<file path="config.mk">
export PLATFORM = sky130hd
export DESIGN_NAME = hhp_host_port
export DESIGN_NICKNAME = d
export VERILOG_FILES = /design/src/rtl/hhp_pkg.sv /design/src/rtl/hhp_req_arb.sv /design/src/rtl/hhp_seq.sv /design/src/rtl/hhp_addr_latch.sv /design/src/rtl/hhp_datapath.sv /design/src/rtl/hhp_host_port.sv
export SDC_FILE = /design/constraint.sdc
export NUM_CORES = 1
export LEC_CHECK = 0
export BUFFER_PORTS_ARGS = -buffer_cell sky130_fd_sc_hd__buf_2
export CORE_AREA = 2 2 86 88
export DETAILED_ROUTE_END_ITERATION = 16
export DIE_AREA = 0 0 88 90
export PLACE_DENSITY = 0.72
export SLEW_MARGIN = 20
export SYNTH_ARGS = -nofsm -noshare
export SYNTH_HDL_FRONTEND = slang
export SYNTH_SLANG_ARGS = --single-unit
</file>
<file path="constraint.sdc">
create_clock -name clk -period 3.25 [get_ports clk]
set_clock_uncertainty 0.05 [all_clocks]
set_input_delay 0.4875 -clock clk [delete_from_list [all_inputs] [get_ports clk]]
set_output_delay 0.4875 -clock clk [all_outputs]
set_load 0.005 [all_outputs]
</file>
<file path="src/rtl/hhp_pkg.sv">
package hhp_pkg;

  typedef enum logic [1:0] {
    ST_IDLE = 2'd0,
    ST_XFER = 2'd1,
    ST_DONE = 2'd2
  } hhp_state_e;

  typedef struct packed {
    logic is_mem;
    logic is_rd;
  } hhp_qual_t;

endpackage

</file>
<file path="src/rtl/hhp_req_arb.sv">
module hhp_req_arb (
  input  logic strobe_n,
  input  logic select_n,
  input  logic eng_req,
  input  logic host_idle,
  output logic host_start,
  output logic eng_gnt
);

  logic host_req;

  always_comb begin
    host_req   = !strobe_n && !select_n;
    // Engine wins a same-cycle tie; host holds storage once started.
    host_start = host_idle && host_req && !eng_req;
    eng_gnt    = host_idle && eng_req;
  end

endmodule

</file>
<file path="src/rtl/hhp_seq.sv">
module hhp_seq
  import hhp_pkg::*;
#(
  parameter int MEM_RD_LAT = 7,
  parameter int SHORT_LAT  = 3
) (
  input  logic       clk,
  input  logic       rst_n,
  input  logic       host_start,
  input  logic       strobe_n,
  input  hhp_qual_t  qual,
  output hhp_state_e state,
  output logic       first_cyc,
  output logic       fire
);

  localparam int MAXL = (MEM_RD_LAT > SHORT_LAT) ? MEM_RD_LAT : SHORT_LAT;
  localparam int CW   = (MAXL > 2) ? $clog2(MAXL) : 1;
  localparam logic [CW-1:0] LONG_LAST  = CW'(MEM_RD_LAT - 1);
  localparam logic [CW-1:0] SHORT_LAST = CW'(SHORT_LAT - 1);

  hhp_state_e    state_q, state_d;
  logic [CW-1:0] cnt_q, cnt_d;
  logic [CW-1:0] last_cnt;

  always_comb begin
    last_cnt = (qual.is_mem && qual.is_rd) ? LONG_LAST : SHORT_LAST;
    state_d  = state_q;
    cnt_d    = cnt_q;
    case (state_q)
      ST_IDLE: begin
        if (host_start) begin
          state_d = ST_XFER;
          cnt_d   = '0;
        end
      end
      ST_XFER: begin
        if (cnt_q == last_cnt) begin
          state_d = ST_DONE;
        end else begin
          cnt_d = cnt_q + 1'b1;
        end
      end
      ST_DONE: begin
        if (strobe_n) begin
          state_d = ST_IDLE;
        end
      end
      default: state_d = ST_IDLE;
    endcase
  end

  always_ff @(posedge clk or negedge rst_n) begin
    if (!rst_n) begin
      state_q <= ST_IDLE;
      cnt_q   <= '0;
    end else begin
      state_q <= state_d;
      cnt_q   <= cnt_d;
    end
  end

  always_comb begin
    state     = state_q;
    first_cyc = (state_q == ST_XFER) && (cnt_q == '0);
    fire      = (state_q == ST_XFER) && (cnt_q == last_cnt);
  end

endmodule

</file>
<file path="src/rtl/hhp_addr_latch.sv">
module hhp_addr_latch #(
  parameter int AW = 16
) (
  input  logic          clk,
  input  logic          rst_n,
  input  logic          addr_lat,
  input  logic [AW-1:0] addr_in,
  input  logic          cap_en,
  output logic [AW-1:0] xfer_addr
);

  logic [AW-1:0] hold_q;
  logic [AW-1:0] eff_addr;
  logic [AW-1:0] xfer_q;

  always_comb begin
    eff_addr = addr_lat ? addr_in : hold_q;
  end

  always_ff @(posedge clk or negedge rst_n) begin
    if (!rst_n) begin
      hold_q <= '0;
    end else if (addr_lat) begin
      hold_q <= addr_in;
    end
  end

  always_ff @(posedge clk or negedge rst_n) begin
    if (!rst_n) begin
      xfer_q <= '0;
    end else if (cap_en) begin
      xfer_q <= eff_addr;
    end
  end

  assign xfer_addr = xfer_q;

endmodule

</file>
<file path="src/rtl/hhp_datapath.sv">
module hhp_datapath
  import hhp_pkg::*;
#(
  parameter int AW = 16,
  parameter int DW = 16
) (
  input  logic          clk,
  input  logic          rst_n,
  input  logic          first_cyc,
  input  logic          fire,
  input  logic          done,
  input  logic          space_mem,
  input  logic          dir_rd,
  input  logic [DW-1:0] wdata_in,
  input  logic [AW-1:0] xfer_addr,
  input  logic [DW-1:0] mem_rdata,
  output hhp_qual_t     qual,
  output logic          mem_cs,
  output logic          mem_we,
  output logic          mem_is_mem,
  output logic [AW-1:0] mem_addr,
  output logic [DW-1:0] mem_wdata,
  output logic [DW-1:0] rdata_out,
  output logic          rdata_oe
);

  hhp_qual_t     qual_q;
  logic [DW-1:0] wdata_q;
  logic [DW-1:0] rdata_q;
  logic          rd_cap_en;

  // Qualifiers: first falling edge of the transfer.
  always_ff @(negedge clk or negedge rst_n) begin
    if (!rst_n) begin
      qual_q <= '0;
    end else if (first_cyc) begin
      qual_q <= '{is_mem: space_mem, is_rd: dir_rd};
    end
  end

  // Write data: same rising edge as the address.
  always_ff @(posedge clk or negedge rst_n) begin
    if (!rst_n) begin
      wdata_q <= '0;
    end else if (first_cyc) begin
      wdata_q <= wdata_in;
    end
  end

  always_comb begin
    rd_cap_en = fire && qual_q.is_rd;
  end

  always_ff @(posedge clk or negedge rst_n) begin
    if (!rst_n) begin
      rdata_q <= '0;
    end else if (rd_cap_en) begin
      rdata_q <= mem_rdata;
    end
  end

  always_comb begin
    qual       = qual_q;
    mem_cs     = fire;
    mem_we     = fire && !qual_q.is_rd;
    mem_is_mem = qual_q.is_mem;
    mem_addr   = xfer_addr;
    mem_wdata  = wdata_q;
    rdata_oe   = done && qual_q.is_rd;
    rdata_out  = rdata_oe ? rdata_q : '0;
  end

endmodule

</file>
<file path="src/rtl/hhp_host_port.sv">
module hhp_host_port
  import hhp_pkg::*;
#(
  parameter int AW          = 16,
  parameter int DW          = 16,
  parameter int MEM_RD_LAT  = 7,
  parameter int SHORT_LAT   = 3,
  parameter int SYNC_STAGES = 2
) (
  input  logic          clk,
  input  logic          rst_n,
  input  logic          strobe_n,
  input  logic          select_n,
  input  logic          space_mem,
  input  logic          dir_rd,
  input  logic          addr_lat,
  input  logic [AW-1:0] addr_in,
  input  logic [DW-1:0] wdata_in,
  output logic [DW-1:0] rdata_out,
  output logic          rdata_oe,
  output logic          xfer_en_n,
  output logic          ready_n,
  input  logic          eng_req,
  output logic          eng_gnt,
  output logic          mem_cs,
  output logic          mem_we,
  output logic          mem_is_mem,
  output logic [AW-1:0] mem_addr,
  output logic [DW-1:0] mem_wdata,
  input  logic [DW-1:0] mem_rdata
);

  logic [SYNC_STAGES-1:0] rst_pipe_q;
  logic                   rst_sync_n;

  always_ff @(posedge clk or negedge rst_n) begin
    if (!rst_n) begin
      rst_pipe_q <= '0;
    end else begin
      rst_pipe_q <= {rst_pipe_q[SYNC_STAGES-2:0], 1'b1};
    end
  end

  assign rst_sync_n = rst_pipe_q[SYNC_STAGES-1];

  hhp_state_e    state;
  hhp_qual_t     qual_q;
  logic          host_start;
  logic          host_idle;
  logic          first_cyc;
  logic          fire;
  logic          done;
  logic [AW-1:0] xfer_addr;

  always_comb begin
    host_idle = (state == ST_IDLE);
    done      = (state == ST_DONE);
    xfer_en_n = host_idle;
    ready_n   = !done;
  end

  hhp_req_arb u_arb (
    .strobe_n  (strobe_n),
    .select_n  (select_n),
    .eng_req   (eng_req),
    .host_idle (host_idle),
    .host_start(host_start),
    .eng_gnt   (eng_gnt)
  );

  hhp_seq #(
    .MEM_RD_LAT(MEM_RD_LAT),
    .SHORT_LAT (SHORT_LAT)
  ) u_seq (
    .clk       (clk),
    .rst_n     (rst_sync_n),
    .host_start(host_start),
    .strobe_n  (strobe_n),
    .qual      (qual_q),
    .state     (state),
    .first_cyc (first_cyc),
    .fire      (fire)
  );

  hhp_addr_latch #(
    .AW(AW)
  ) u_alat (
    .clk      (clk),
    .rst_n    (rst_sync_n),
    .addr_lat (addr_lat),
    .addr_in  (addr_in),
    .cap_en   (first_cyc),
    .xfer_addr(xfer_addr)
  );

  hhp_datapath #(
    .AW(AW),
    .DW(DW)
  ) u_dp (
    .clk       (clk),
    .rst_n     (rst_sync_n),
    .first_cyc (first_cyc),
    .fire      (fire),
    .done      (done),
    .space_mem (space_mem),
    .dir_rd    (dir_rd),
    .wdata_in  (wdata_in),
    .xfer_addr (xfer_addr),
    .mem_rdata (mem_rdata),
    .qual      (qual_q),
    .mem_cs    (mem_cs),
    .mem_we    (mem_we),
    .mem_is_mem(mem_is_mem),
    .mem_addr  (mem_addr),
    .mem_wdata (mem_wdata),
    .rdata_out (rdata_out),
    .rdata_oe  (rdata_oe)
  );

endmodule

</file>
==> impl_metrics.env <==
export IMPL_clkLatencyLatePin_ns=0.33
export IMPL_fillCellCount=608
export IMPL_core_area_um2=7020
export IMPL_dpl_hpwl_um=3862
export IMPL_grt_overflow_total=0
export IMPL_p_per_area_nw_per_um2=834.6
export IMPL_yosysTopAreaCellShare_pct=58.39
export IMPL_vdd_drop_max_uv=393.3
export IMPL_cts_tree="built"
export IMPL_multi_input_area_um2=1134
export IMPL_die_w_um=88
export IMPL_rrSetupSlack_ns=0
export IMPL_crit_path_start_kind="flop"
export IMPL_place_inst=404
export IMPL_timing_rr_start="u_dp.mem_is_mem"
export IMPL_status="complete, but fails checks"
export IMPL_io_pins=111
export IMPL_path_max_fanout=4
export IMPL_antenna_found_initial=0
export IMPL_place_congestion=0.7605
export IMPL_regArea_um2=1828
export IMPL_die_area_um2=7920
export IMPL_vias=1974
export IMPL_start_util_pct=43.34
export IMPL_synth_warnings=0
export IMPL_grt_usage_pct=14.56
export IMPL_postPlaceCellArea_um2=3690
export IMPL_drt_pass1_iterations=3
export IMPL_critPathKind="flop to output port"
export IMPL_synth_nets=258
export IMPL_yosysTopAreaCell="dfrtp_1"
export IMPL_cap_violations=0
export IMPL_synth_area_leaders="dfrtp_1 (58%), mux2_2 (21%), mux2_4 (4.9%), and2_1 (3.5%), dfrtn_1 (1.6%)"
export IMPL_critical_path_arrival_ns=3.01
export IMPL_syn_area_um2=3043
export IMPL_postSynthAreaPerCell_um2=15.29
export IMPL_worst_slew_pin_slew_ns=0.8348
export IMPL_cts_buffer_depth=2
export IMPL_cts_made_buffers=9
export IMPL_ant_nets=0
export IMPL_r2r_end="u_dp.rdata_q[14]"
export IMPL_worst_setup_path_end_kind="output port"
export IMPL_fin_cells=424
export IMPL_final_cell_area_um2=3963
export IMPL_synth_distinct_cells=32
export IMPL_rows=31
export IMPL_yosys_most_used_dff="dfrtp_1"
export IMPL_fp_dieH_um=90
export IMPL_synth_edff_count=0
export IMPL_first_iter_violations=40
export IMPL_grt_max_degree=69
export IMPL_async_flop_share_pct=100.0
export IMPL_drive_gt1_share_pct=64.31
export IMPL_portBuffers=110
export IMPL_finish_net_count=380
export IMPL_fin_total_pwr_mw=3.307
export IMPL_violations="negative setup slack"
export IMPL_ys_seq_area_share_pct=60.03
export IMPL_area_delta_synth_final_pct=30.22
export IMPL_viasPerCell=4.656
export IMPL_cts_root_buf="clkbuf_8"
export IMPL_path_clk_slew_ns=0.07
export IMPL_timing_final_hold_violations=0
export IMPL_relSlewSlack_pct=44.34
export IMPL_setup_ws_ns=-0.3020
export IMPL_setup_violations=20
export IMPL_syn_inst=199
export IMPL_leakage_nw=1.962
export IMPL_wl_um=5556
export IMPL_crit_required_ns=2.71
export IMPL_drv_slew=0
export IMPL_wl_per_cell_um=13.10
export IMPL_grt_setup_unrepaired="true"
export IMPL_grt_pass1_wl_um=8866
export IMPL_hold_path_class="flop to async pin"
export IMPL_cts_sinks=73
export IMPL_drc=0
export IMPL_holdWs_ns=0.01323
export IMPL_htreeDepth=3
export IMPL_r2r_cells=5
export IMPL_grt_pass1_vias=1921
export IMPL_postLayoutCoreUtil_pct=56.44
export IMPL_synth_seq_cells=73
export IMPL_antenna_cells=0
## metrics by stage
stage / TNS [ns] / worst slack [ns]
global route: -6.036 / -0.3826
finish: -4.247 / -0.3020
global placement: 0 / 0.03256
floorplan: 0 / 0.02398
CTS: -4.878 / -0.3184
detailed placement: -0.008446 / -0.008446
## kinds of logic (layout without fill, tap and decap cells)
kind of cell,after synthesis,after routing,share of synthesized area (%)
multiplexers,68,68,26.32
flip-flops,73,73,60.03
AO/OA/AOI/OAI,9,9,2.179
adder cells (fa/ha/maj),3,3,1.234
XOR/XNOR,1,1,0.2879
buffers and inverters,13,139,3.248
other,1,1,0.1232
AND/OR/NAND/NOR,31,31,6.579
## repair_timing
item	4_1_cts	5_1_grt
hold buffers	1	0
gates resized for setup	2	3
gates cloned	0	1
endpoints found under the setup margin	19	36
hold endpoints to repair	2	0
buffers inserted	3	1
pin swaps	2	2
## area by class of cell
cell class                      instances  area share, %
Clock buffer                           10          3.473
Clock inverter                          5          1.421
Inverter                                3         0.2842
Multi-Input combinational cell        113          28.61
Sequential cell                        73          46.13
Tap cell                               99          3.126
Timing Repair Buffer                  121          16.96
## cell usage in the layout, fill, tap and decap left out
cell type and count:
mux2_2 56, o21ai_0 3, clkinv_2 2, clkinvlp_4 1, nor2_1 2, clkinv_4 1
dfrtp_2 1, bufinv_16 1, buf_6 1, nor2b_4 2, and3b_2 1, inv_1 3
mux2_4 10, buf_12 1, or4_1 1, nand2_1 3, buf_2 109, buf_4 8
nand3_1 1, and2_1 17, ha_1 3, dlygate4sd3_1 1, a21bo_2 1, a311o_1 1
o2111a_1 1, a21oi_1 1, conb_1 1, and4_4 2, o21bai_1 1, nand3b_1 1
dfrtp_1 70, mux2i_1 2, and3_4 1, xnor2_1 1, a211oi_1 1, dfrtn_1 2
clkbuf_16 1, clkbuf_8 10
## cell usage after synthesis, types with 2 or more instances
cell type,n
and2_1,17
mux2i_1,2
nor2_1,2
ha_1,3
mux2_2,56
inv_1,3
clkbuf_1,2
mux2_4,10
dfrtp_1,71
buf_2,3
dfrtn_1,2
buf_6,4
o21ai_0,3
nand2_1,3
## registers in the layout (all words and copies together) (netlist names)
register	count
u_alat.xfer_addr	16
rst_pipe_q	2
u_alat.hold_q	16
u_dp.rdata_q	16
u_seq.cnt_q	3
u_dp.qual	1
u_dp.mem_is_mem	1
u_dp.mem_wdata	16
u_seq.state	2
## layer usage
| metal | GRT usage [%] | wire length, um | share of wire [%] |
|---|---|---|---|
| met5 | 0 | 0 | 0 |
| met4 | 4.615 | 68 | 1.2 |
| met1 | 18.21 | 2429 | 44 |
| met3 | 5.051 | 296 | 5.3 |
| met2 | 23.48 | 2762 | 50 |
## power breakdown
part           total, mW  switching (mW)  internal (mW)
clock network      0.681           0.312          0.370
registers           1.45           0.179           1.27
logic               1.18           0.453          0.725
total               3.31           0.944           2.36
## critical path, stage by stage (launching register included)
cell	delay [ns]
dfrtn_1	0.45
a21bo_2	0.16
and4_4	0.22
nor2b_4	0.13
buf_2	0.11
## how the worst max path moves through the flow
stage	startpoint	to	slack, ns	cells past startpoint
3_5_place_dp	u_dp.mem_is_mem	mem_we	-0.008	4
2_1_floorplan	u_seq.state[1]	u_dp.mem_is_mem	0.02	5
4_1_cts	u_dp.mem_is_mem	mem_we	-0.32	4
3_3_place_gp	u_dp.mem_is_mem	mem_we	0.03	4
5_1_grt	u_dp.mem_is_mem	mem_we	-0.38	4
6_report	u_dp.mem_is_mem	mem_we	-0.30	4
Note: power is estimated with default switching activity, not from simulation.
